$ cat config.mk
export PLATFORM = sky130hd
export DESIGN_NAME = gpio_port
export DESIGN_NICKNAME = d
export VERILOG_FILES = /design/src/rtl/gpio_port.sv
export SDC_FILE = /design/constraint.sdc
export NUM_CORES = 1
export LEC_CHECK = 0
export ABC_AREA = 1
export BUFFER_PORTS_ARGS = -buffer_cell sky130_fd_sc_hd__buf_2
export CORE_MARGIN = 1.5
export CORE_UTILIZATION = 47
export CTS_BUF_LIST = sky130_fd_sc_hd__clkbuf_4 sky130_fd_sc_hd__clkbuf_8
export DETAILED_ROUTE_END_ITERATION = 8
export PLACE_DENSITY = 0.81
export SLEW_MARGIN = 25
export SYNTH_ARGS = -nofsm -noshare
export SYNTH_HDL_FRONTEND = slang
export SYNTH_SLANG_ARGS = --single-unit
export TNS_END_PERCENT = 100
$ cat constraint.sdc
create_clock -name clk -period 0.8 [get_ports clk]
set_input_delay 0.12 -clock clk [delete_from_list [all_inputs] [get_ports clk]]
set_output_delay 0.12 -clock clk [all_outputs]
set_load 0.005 [all_outputs]
$ cat src/rtl/gpio_port.sv
module gpio_port #(
  parameter int NUM_BIDIR   = 4,
  parameter int DW          = 8,
  parameter int AW          = 2,
  parameter int SYNC_STAGES = 2
) (
  input  logic                 clk,
  input  logic                 rst_n,
  input  logic                 bus_wr,
  input  logic [AW-1:0]        bus_addr,
  input  logic [DW-1:0]        bus_wdata,
  output logic [DW-1:0]        bus_rdata,
  input  logic [NUM_BIDIR+1:0] pin_in,
  input  logic [NUM_BIDIR+1:0] periph_en,
  input  logic [NUM_BIDIR+1:0] analog_sel,
  output logic [NUM_BIDIR+1:0] port_oe,
  output logic [NUM_BIDIR+1:0] port_out,
  output logic [NUM_BIDIR+1:0] port_pull,
  output logic [NUM_BIDIR+1:0] periph_own
);
  localparam int NP   = NUM_BIDIR + 2;
  localparam int OPIN = NUM_BIDIR;
  localparam int IPIN = NUM_BIDIR + 1;
  localparam logic [NP-1:0] ONE       = NP'(1);
  localparam logic [NP-1:0] OUT_ONLY  = ONE << OPIN;
  localparam logic [NP-1:0] DIR_MASK  = ~(ONE << IPIN);
  localparam logic [NP-1:0] PULL_MASK = ~OUT_ONLY;
  localparam logic [AW-1:0] A_DATA = AW'(0);
  localparam logic [AW-1:0] A_DIR  = AW'(1);
  localparam logic [AW-1:0] A_PULL = AW'(2);

  logic [NP-1:0] lat_q, dir_q, pull_q;
  logic [NP-1:0] sync_q [SYNC_STAGES];
  logic [NP-1:0] in_en, pin_lvl, data_rd;

  always_ff @(posedge clk or negedge rst_n) begin
    if (!rst_n) begin
      lat_q  <= '0;
      dir_q  <= '0;
      pull_q <= '0;
    end else if (bus_wr) begin
      case (bus_addr)
        A_DATA:  lat_q  <= bus_wdata[NP-1:0] & DIR_MASK;
        A_DIR:   dir_q  <= bus_wdata[NP-1:0] & DIR_MASK;
        A_PULL:  pull_q <= bus_wdata[NP-1:0] & PULL_MASK;
        default: ;
      endcase
    end
  end

  assign in_en = ~OUT_ONLY & ~analog_sel;

  always_ff @(posedge clk or negedge rst_n) begin
    if (!rst_n) begin
      for (int s = 0; s < SYNC_STAGES; s++) sync_q[s] <= '0;
    end else begin
      sync_q[0] <= pin_in & in_en;
      for (int s = 1; s < SYNC_STAGES; s++) sync_q[s] <= sync_q[s-1];
    end
  end

  assign pin_lvl    = sync_q[SYNC_STAGES-1];
  assign periph_own = periph_en | (OUT_ONLY & ~dir_q);
  assign port_oe    = dir_q & ~periph_own;
  assign port_out   = lat_q & port_oe;
  assign port_pull  = pull_q & ~dir_q & ~periph_own;
  assign data_rd    = (dir_q & lat_q) | (~dir_q & ~OUT_ONLY & pin_lvl) | (OUT_ONLY & lat_q);

  always_comb begin
    bus_rdata = '0;
    case (bus_addr)
      A_DATA:  bus_rdata[NP-1:0] = data_rd;
      A_DIR:   bus_rdata[NP-1:0] = dir_q;
      A_PULL:  bus_rdata[NP-1:0] = pull_q;
      default: ;
    endcase
  end
endmodule

==> results.py, run 1 <==
metrics = {
    "routing": {
        "wl_um": 2949,
        "num_vias": 1326,
        "via_per_inst": 4.636,
        "remaining_drc_errors": 0,
        "wl_per_cell_um": 10.31,
        "first_iter_violations": 47,
        "antenna_left": 0,
        "dr.pass1.iters": 4,
    },
    "grt": {
        "antenna_found_initial": 0,
        "met2_usage": 0.3025,
        "track_usage": 0.1864,
        "grt_busiest_layer": "met2",
        "overflow": 0,
        "grt_pass1_vias": 1085,
        "grt_max_degree": 15,
        "met1_usage": 0.2508,
        "grt_pass1_wl_um": 4588,
        "grt_use_met3": 0.03023,
    },
    "timing": {
        "finClkSkew_ns": 0.001061,
        "min_period_ns": 1.307,
        "setup_viol": 23,
        "fin_crit_sh": 1.634,
        "hold_slack_ns": 0.01489,
        "slew_violations": 0,
        "finalHoldViolCount": 0,
        "setup_ws_ns": -0.5071,
        "rsz0062_at_grt": "true",
        "max_freq_mhz": 765.1,
    },
    "place": {
        "hpwlAfterDp_um": 2100,
        "gp_congestion": 0.8511,
        "io_buffers": 53,
        "place_inst": 265,
        "placed_area_mm2": 0.001663,
    },
    "power": {
        "ir_worst_vdd_mv": 1.449,
        "clkPwrFrac": 0.184,
        "p_sw_frac": 0.3125,
        "p_int_mw": 2.064,
        "p_sw_mw": 0.9380,
        "power_density_mw_per_mm2": 1576,
        "p_leak_nw": 1.126,
        "seqPwrFrac": 0.506,
        "comb_power_share": 0.310,
        "p_total_mw": 3.002,
    },
    "clocking": {
        "cts_inserted_buffers": 3,
        "htree_levels": 1,
        "insertion_delay_ns": 0.32,
        "clockBufferDepth": 2,
        "cts_sinks": 25,
        "tritoncts": "built",
        "ctsRootBufferMaster": "clkbuf_4",
        "clkSlewWorstSetupHoldPaths_ns": 0.13,
    },
    "floorplan": {
        "die_y_um": 56.00,
        "start_util": 0.4871,
        "die_area_mm2": 0.003135,
        "chipWidth_um": 56.00,
        "coreArea_mm2": 0.002710,
        "pin_count": 63,
        "rows": 19,
    },
    "yosys": {
        "seq_area_frac_synth": 0.4739,
        "synth-main-ff-cell": "dfrtp_1",
        "synth_warnings": 0,
        "ys_top_cells_by_area": "dfrtp_1, nand2_1, inv_1",
        "synth_edf_count": 0,
        "synth.ff_latch_count": 25,
        "async_flop_share": 1.000,
        "yosysMostFrequentCell": "nand2_1",
        "synthTopCellsByCount": "nand2_1, dfrtp_1, inv_1",
        "synth_cell_types": 13,
        "synth_top_cell_area_share": 0.4739,
        "syn_area_per_cell_um2": 7.500,
        "synthCells": 176,
        "yosysTopAreaCell": "dfrtp_1",
        "synth_area_mm2": 0.001320,
    },
    "worst_hold_path": {
        "hold_class": "input pin to flip-flop",
        "worstHoldStart": "bus_wdata[3]",
    },
    "finish": {
        "final_util": 0.7027,
        "n_antenna_cell": 0,
        "layout.cells.non_filler": 286,
        "design_area_mm2": 0.001904,
        "syn_to_final_growth_pct": 44.27,
        "fin_nets": 287,
        "drive_gt1_frac": 0.4039,
    },
    "critical_path": {
        "critPathArrivalTime_ns": 1.19,
        "start_kind": "flip-flop",
        "path_class": "flip-flop to output port",
        "startpoint": "dir_q[3]",
        "worstPathMaxFanout": 4,
        "r2r_start": "lat_q[1]",
        "crit_required_ns": 0.68,
        "end_kind": "output port",
    },
    "status": {
        "failed_checks": "negative setup slack",
        "status": "finished, violations left",
    },
    "flow_run": {
        "cap_violations": 0,
    },
}
-- layout by cell type (no fill, tap or decap), drive strengths merged --
cell | netlist | layout
buf | 14 | 73
clkbuf | 0 | 3
clkinv | 0 | 1
conb | 1 | 5
dfrtp | 25 | 25
dlygate4sd3 | 0 | 12
inv | 29 | 29
nand2 | 65 | 65
nand3 | 19 | 19
nor2 | 17 | 17
nor3 | 4 | 4
o21ai | 2 | 2
-- worst max-delay path: stages (launching register included) --
cell	delay [ns]
dfrtp_1	0.43
inv_2	0.08
buf_6	0.12
nor2_2	0.12
buf_2	0.12
-- per-layer routing --
metal	up-vias	routed length, um
li1	667	-
met1	609	1327
met2	45	1406
met3	5	172
met4	0	42
met5	-	0
-- final cells by class --
class | instances | area (um^2)
Fill cell | 228 | 805.8
Sequential cell | 25 | 625.6
Timing Repair Buffer | 85 | 568.0
Multi-Input combinational cell | 112 | 535.5
Inverter | 29 | 108.9
Tap cell | 31 | 38.79
Clock buffer | 3 | 22.52
Clock inverter | 1 | 5.005
-- per-stage QoR --
step | setup TNS (ns) | setup WS (ns)
after floorplan | 0 | 0.03279
after global placement | -1.516 | -0.1092
after detailed placement | -1.920 | -0.1358
after CTS | -8.557 | -0.4770
after global routing | -10.21 | -0.5772
final | -8.677 | -0.5071
-- power groups by stage --
| stage | clock network, mW | logic [mW] | registers, mW |
|---|---|---|---|
| 2_1_floorplan | 0 | 0.427 | 1.51 |
| 3_3_place_gp | 0 | 0.732 | 1.53 |
| 3_5_place_dp | 0 | 0.749 | 1.53 |
| 4_1_cts | 0.577 | 0.841 | 1.51 |
| 5_1_grt | 0.630 | 1.04 | 1.54 |
| 6_report | 0.554 | 0.931 | 1.52 |
-- what timing repair did --
item / in CTS / in global routing
gates resized for setup: 8 / 15
hold buffers: 12 / 0
setup endpoints to repair: 22 / 23
hold endpoints to repair: 31 / 0
pin swaps: 4 / 8
setup buffers: 3 / 2
-- kinds of logic after synthesis --
family	share of synthesized area
buffers and inverters	0.1706
DFF	0.4739
other	0.002841
and+or+nand+nor	0.3450
AOI/OAI and AO/OA	0.007583
-- flip-flops by register name, indices dropped and copies added (netlist names) --
| name | count |
|---|---|
| pull_q | 5 |
| pin_lvl | 5 |
| dir_q | 5 |
| sync_q | 5 |
| lat_q | 5 |
-- path summary, 6_finish.rpt --
kind | depth (start not counted) | slack [ns] | endpoint
min reg2reg | 0 | 0.36 | pin_lvl[3]
max | 4 | -0.51 | port_oe[3]
max in group asynchronous | 3 | 0.28 | sync_q[6]
max reg2reg | 4 | -0.05 | lat_q[1]
min in group asynchronous | 2 | 0.17 | pin_lvl[2]
min | 3 | 0.01 | dir_q[3]
No activity file was read; power rests on OpenSTA's default activity.
==> run 2, diff against run 1 <==
CELL_PAD_IN_SITES_DETAIL_PLACEMENT = 0   (was unset)
CELL_PAD_IN_SITES_GLOBAL_PLACEMENT = 2   (was unset)
CORE_UTILIZATION = 25   (was 47)
PLACE_DENSITY = unset   (was 0.81)
PLACE_DENSITY_LB_ADDON = 0.1   (was unset)
==> run 2 against run 1 <==
Critical endpoint is now bus_rdata[1]; sequential cell count did not move; fmax rose by 7.7%; register-to-register slack got worse by 0.02 ns; sequential power barely moved; final cell count increased by 13%; cell area rose by 3.6%; utilization fell by 32 points; combinational power grew 9.6%; worst setup slack improved by 0.093 ns; the flow still finishes with violations (negative setup slack).
==> results.py, run 2 (synthesized netlist as in run 1, its figures left out) <==
metrics = {
    "finish": {
        "syn_to_final_growth_pct": 49.48,
        "drive_gt1_frac": 0.4449,
        "multi_input_comb_area_um2": 549.3,
        "fillCellCount": 548,
        "layout.cells.non_filler": 324,
        "n_antenna_cell": 0,
        "fin_nets": 286,
        "regArea_um2": 626.9,
        "most-common-layout-cells": "nand2_1, buf_2, dfrtp_1",
        "mostFrequentLayoutCell": "nand2_1",
    },
    "routing": {
        "wl_um": 3482,
        "antenna_left": 0,
        "dr.pass1.iters": 4,
        "remaining_drc_errors": 0,
        "wl_per_cell_um": 10.75,
        "num_vias": 1316,
        "via_per_inst": 4.062,
        "first_iter_violations": 48,
    },
    "clocking": {
        "tritoncts": "built",
        "insertion_delay_ns": 0.26,
        "cts_sinks": 25,
        "clkSlewWorstSetupHoldPaths_ns": 0.09,
        "cts_inserted_buffers": 3,
        "clockBufferDepth": 2,
        "htree_levels": 1,
        "ctsRootBufferMaster": "clkbuf_8",
    },
    "timing": {
        "rsz0062_at_grt": "true",
        "max_freq_mhz": 824.0,
        "fin_crit_sh": 1.517,
        "setup_ws_ns": -0.4136,
        "finalHoldViolCount": 0,
        "slew_violations": 0,
        "setup_viol": 24,
        "min_period_ns": 1.214,
        "finClkSkew_ns": 0.0001640,
    },
    "critical_path": {
        "startpoint": "dir_q[1]",
        "worstPathMaxFanout": 4,
        "start_kind": "flip-flop",
        "crit_required_ns": 0.68,
        "critPathArrivalTime_ns": 1.09,
        "r2r_start": "dir_q[0]",
        "crit_family": "flip-flops",
        "path_class": "flip-flop to output port",
        "end_kind": "output port",
        "critical_path.max_stage_delay_ns": 0.45,
        "r2r_slack_ns": -0.07,
        "crit_chain": "inv_2, nand2_1, nand3_1, nand2_1, buf_2",
        "crit_slowest_cell": "dfrtp_2",
        "crit_top_cell": "nand2_1",
        "critPathBufInv": 2,
    },
    "floorplan": {
        "die_area_mm2": 0.005725,
        "die_y_um": 75.67,
        "start_util": 0.2585,
        "rows": 26,
        "pin_count": 63,
        "coreArea_mm2": 0.005107,
        "chipWidth_um": 75.67,
    },
    "grt": {
        "grt_use_met3": 0.01720,
        "grt_pass1_wl_um": 5637,
        "met2_usage": 0.2339,
        "met1_usage": 0.1598,
        "track_usage": 0.1308,
        "overflow": 0,
        "grt_max_degree": 26,
        "antenna_found_initial": 0,
        "grt_pass1_vias": 1277,
        "grt_busiest_layer": "met2",
    },
    "power": {
        "p_total_mw": 3.332,
        "p_leak_nw": 1.136,
        "power_density_mw_per_mm2": 1689,
        "ir_worst_vdd_mv": 0.6787,
    },
    "status": {
        "status": "finished, violations left",
        "failed_checks": "negative setup slack",
    },
    "place": {
        "place_inst": 310,
        "hpwlAfterDp_um": 2569,
        "gp_congestion": 0.8242,
        "io_buffers": 53,
    },
    "flow_run": {
        "cap_violations": 0,
    },
    "worst_hold_path": {
        "hold_class": "input pin to flip-flop",
        "worstHoldStart": "pin_in[2]",
    },
}
run 2: changes by cell type in the layout (fill, tap and decap cells not counted), sizes merged:
cell	change
dlygate4sd3	-6
buf	+5
clkbuf	+1
clkinv	-1
run 2: area by class of cell:
type	count	share of cell area
Clock buffer	4	0.02473
Inverter	29	0.05517
Multi-Input combinational cell	112	0.2784
Sequential cell	25	0.3177
Tap cell	70	0.04439
Timing Repair Buffer	84	0.2796
run 2: worst register-to-register path, cell delays in order, from the launching register on:
cell and delay [ns]:
dfrtp_1 0.44, buf_6 0.14, buf_6 0.10, nand2_2 0.05, nand2_1 0.05
run 2: per-stage QoR:
stage          area [um^2]  hold slack [ns]  worst slack [ns]  setup TNS (ns)  utilization
2_1_floorplan         1338          -0.1756           0.03279               0            -
3_3_place_gp          1744          0.07145           -0.1475          -2.500       0.3415
3_5_place_dp          1744          0.07522           -0.1495          -2.730       0.3415
4_1_cts               1886          0.04364           -0.4063          -7.246       0.3692
5_1_grt               1973          0.05027           -0.4845          -8.932       0.3863
6_report              1973          0.04318           -0.4136          -7.260       0.3863
run 2: path summary, 6_finish.rpt:
check | end | depth (start not counted)
worst min-delay path | sync_q[8] | 3
worst min register to register | pin_lvl[3] | 0
max in group asynchronous | dir_q[1] | 3
worst max register to register | dir_q[0] | 4
worst max-delay path | bus_rdata[1] | 5
min in group asynchronous | pin_lvl[1] | 3
run 2: routing by layer:
layer | vias to the layer above | routed length (um)
met4 | 0 | 22
met5 | - | 0
li1 | 667 | -
met3 | 2 | 132
met1 | 614 | 1483
met2 | 33 | 1842
run 2: repair_timing:
| action | CTS | global route |
|---|---|---|
| buffers inserted | 2 | 2 |
| endpoints found under the hold margin | 30 | 0 |
| resized for setup | 12 | 22 |
| endpoints found under the setup margin | 22 | 25 |
| pin swaps | 13 | 17 |
| hold buffers | 6 | 0 |
run 2: power by group:
part / total, mW / internal, mW / switching (mW)
Combinational: 1.02 / 0.534 / 0.483
Clock: 0.791 / 0.390 / 0.401
Sequential: 1.52 / 1.41 / 0.114
Total: 3.33 / 2.33 / 0.998
==> run 3, diff against run 2 <==
CTS_CLUSTER_SIZE = 8   (was unset)
SKIP_CTS_REPAIR_TIMING = 1   (was unset)
==> run 3 against run 2 <==
The run still ends with negative setup slack left; global-route usage shrank 0.66 points; die area is the same; combinational power shrank 7%; fmax grew 0.86%; hold slack lost 0.038 ns; clock-buffer cell count is the same; routed wire length shrank 3.3%; worst setup slack gained 0.010 ns; cell area shrank 3.0%; critical endpoint unchanged; highest routed layer unchanged.
==> results.py, run 3 (synthesized netlist as in run 1, its figures left out) <==
metrics = {
    "status": {
        "status": "finished, violations left",
        "failed_checks": "negative setup slack",
    },
    "grt": {
        "grt_pass1_wl_um": 5299,
        "track_usage": 0.1242,
        "overflow": 0,
        "grt_max_degree": 26,
        "grt_pass1_vias": 1175,
        "antenna_found_initial": 0,
    },
    "place": {
        "gp_congestion": 0.8242,
        "place_inst": 310,
        "dp_slack_ns": -0.1495,
        "io_buffers": 53,
        "hpwlAfterDp_um": 2569,
    },
    "critical_path": {
        "critPathArrivalTime_ns": 1.08,
        "start_kind": "flip-flop",
        "worstPathMaxFanout": 4,
        "crit_slowest_cell": "dfrtp_1",
        "crit_path_end": "bus_rdata[1]",
        "crit_top_cell": "nand2_1",
        "crit_family": "flip-flops",
        "r2r_start": "pull_q[5]",
        "path_class": "flip-flop to output port",
        "startpoint": "dir_q[1]",
        "r2r_slack_ns": -0.03,
        "critical_path.max_stage_delay_ns": 0.43,
        "end_kind": "output port",
        "crit_required_ns": 0.68,
        "r2r_end": "pull_q[5]",
        "crit_chain": "inv_2, nand2_1, nand3_1, nand2_1, buf_2",
        "critPathBufInv": 2,
        "path_depth": 5,
        "rr_worst_depth": 4,
    },
    "timing": {
        "setup_ws_ns": -0.4033,
        "finalHoldViolCount": 0,
        "finClkSkew_ns": 0.0001180,
        "setup_viol": 23,
        "fin_crit_sh": 1.504,
        "min_period_ns": 1.203,
        "max_freq_mhz": 831.1,
        "rsz0062_at_grt": "true",
        "hold_slack_ns": 0.004910,
        "slew_violations": 0,
    },
    "finish": {
        "final_util": 0.3746,
        "layout.cells.non_filler": 322,
        "syn_to_final_growth_pct": 44.93,
        "most-common-layout-cells": "nand2_1, buf_2, dfrtp_1",
        "mostFrequentLayoutCell": "nand2_1",
        "n_antenna_cell": 0,
        "drive_gt1_frac": 0.4206,
        "fin_nets": 284,
    },
    "floorplan": {
        "die_area_mm2": 0.005725,
        "start_util": 0.2585,
        "rows": 26,
        "pin_count": 63,
        "coreArea_mm2": 0.005107,
        "die_y_um": 75.67,
        "chipWidth_um": 75.67,
    },
    "flow_run": {
        "cap_violations": 0,
    },
    "power": {
        "p_leak_nw": 1.119,
        "p_total_mw": 3.244,
        "ir_worst_vdd_mv": 0.6790,
        "power_density_mw_per_mm2": 1695,
    },
    "clocking": {
        "htree_levels": 1,
        "clockBufferDepth": 2,
        "cts_sinks": 25,
        "clkSlewWorstSetupHoldPaths_ns": 0.09,
        "insertion_delay_ns": 0.26,
        "tritoncts": "built",
        "ctsRootBufferMaster": "clkbuf_8",
        "cts_inserted_buffers": 3,
    },
    "routing": {
        "antenna_left": 0,
        "dr.pass1.iters": 4,
        "remaining_drc_errors": 0,
        "first_iter_violations": 52,
        "wl_um": 3367,
        "num_vias": 1293,
        "via_per_inst": 4.016,
        "wl_per_cell_um": 10.46,
    },
    "worst_hold_path": {
        "hold_class": "input pin to flip-flop",
    },
}
==> run 3: cell count changes in the layout (fill, tap and decap cells not counted), sizes merged <==
cell / before / now
dlygate4sd3: 6 / 5
buf: 78 / 77
==> run 3: worst min-delay path by stage <==
| stage | startpoint | endpoint | slack [ns] | depth (start not counted) |
|---|---|---|---|---|
| floorplan | rst_n | dir_q[0] | -0.18 | 0 |
| global placement | rst_n | sync_q[7] | 0.07 | 2 |
| detailed placement | rst_n | pin_lvl[1] | 0.08 | 2 |
| CTS | rst_n | pin_lvl[1] | -0.22 | 2 |
| global route | analog_sel[0] | sync_q[6] | 0.001 | 2 |
| finish | analog_sel[0] | sync_q[6] | 0.005 | 2 |
==> run 3: layout make-up <==
class	count	area, um^2
Clock buffer	4	48.80
Fill cell	550	3194
Inverter	29	108.9
Multi-Input combinational cell	112	526.8
Sequential cell	25	625.6
Tap cell	70	87.58
Timing Repair Buffer	82	515.5
==> run 3: report_power, final <==
group	internal (mW)	total [mW]	switching [mW]
sequential	1.41	1.52	0.109
clock	0.389	0.779	0.389
combinational	0.488	0.947	0.460
==> run 3: routing by layer <==
metal / GRT usage / up-vias / part of all wire
li1: - / 664 / -
met1: 0.1550 / 594 / 0.44
met2: 0.2193 / 33 / 0.52
met3: 0.01720 / 2 / 0.037
met4: 0.04365 / 0 / 0.0065
met5: 0 / - / 0
==> run 3: metrics by stage <==
step	setup TNS, ns	area, um^2
6_report	-7.137	1913
4_1_cts	-7.840	1793
2_1_floorplan	0	1338
5_1_grt	-8.920	1913
3_3_place_gp	-2.500	1744
3_5_place_dp	-2.730	1744
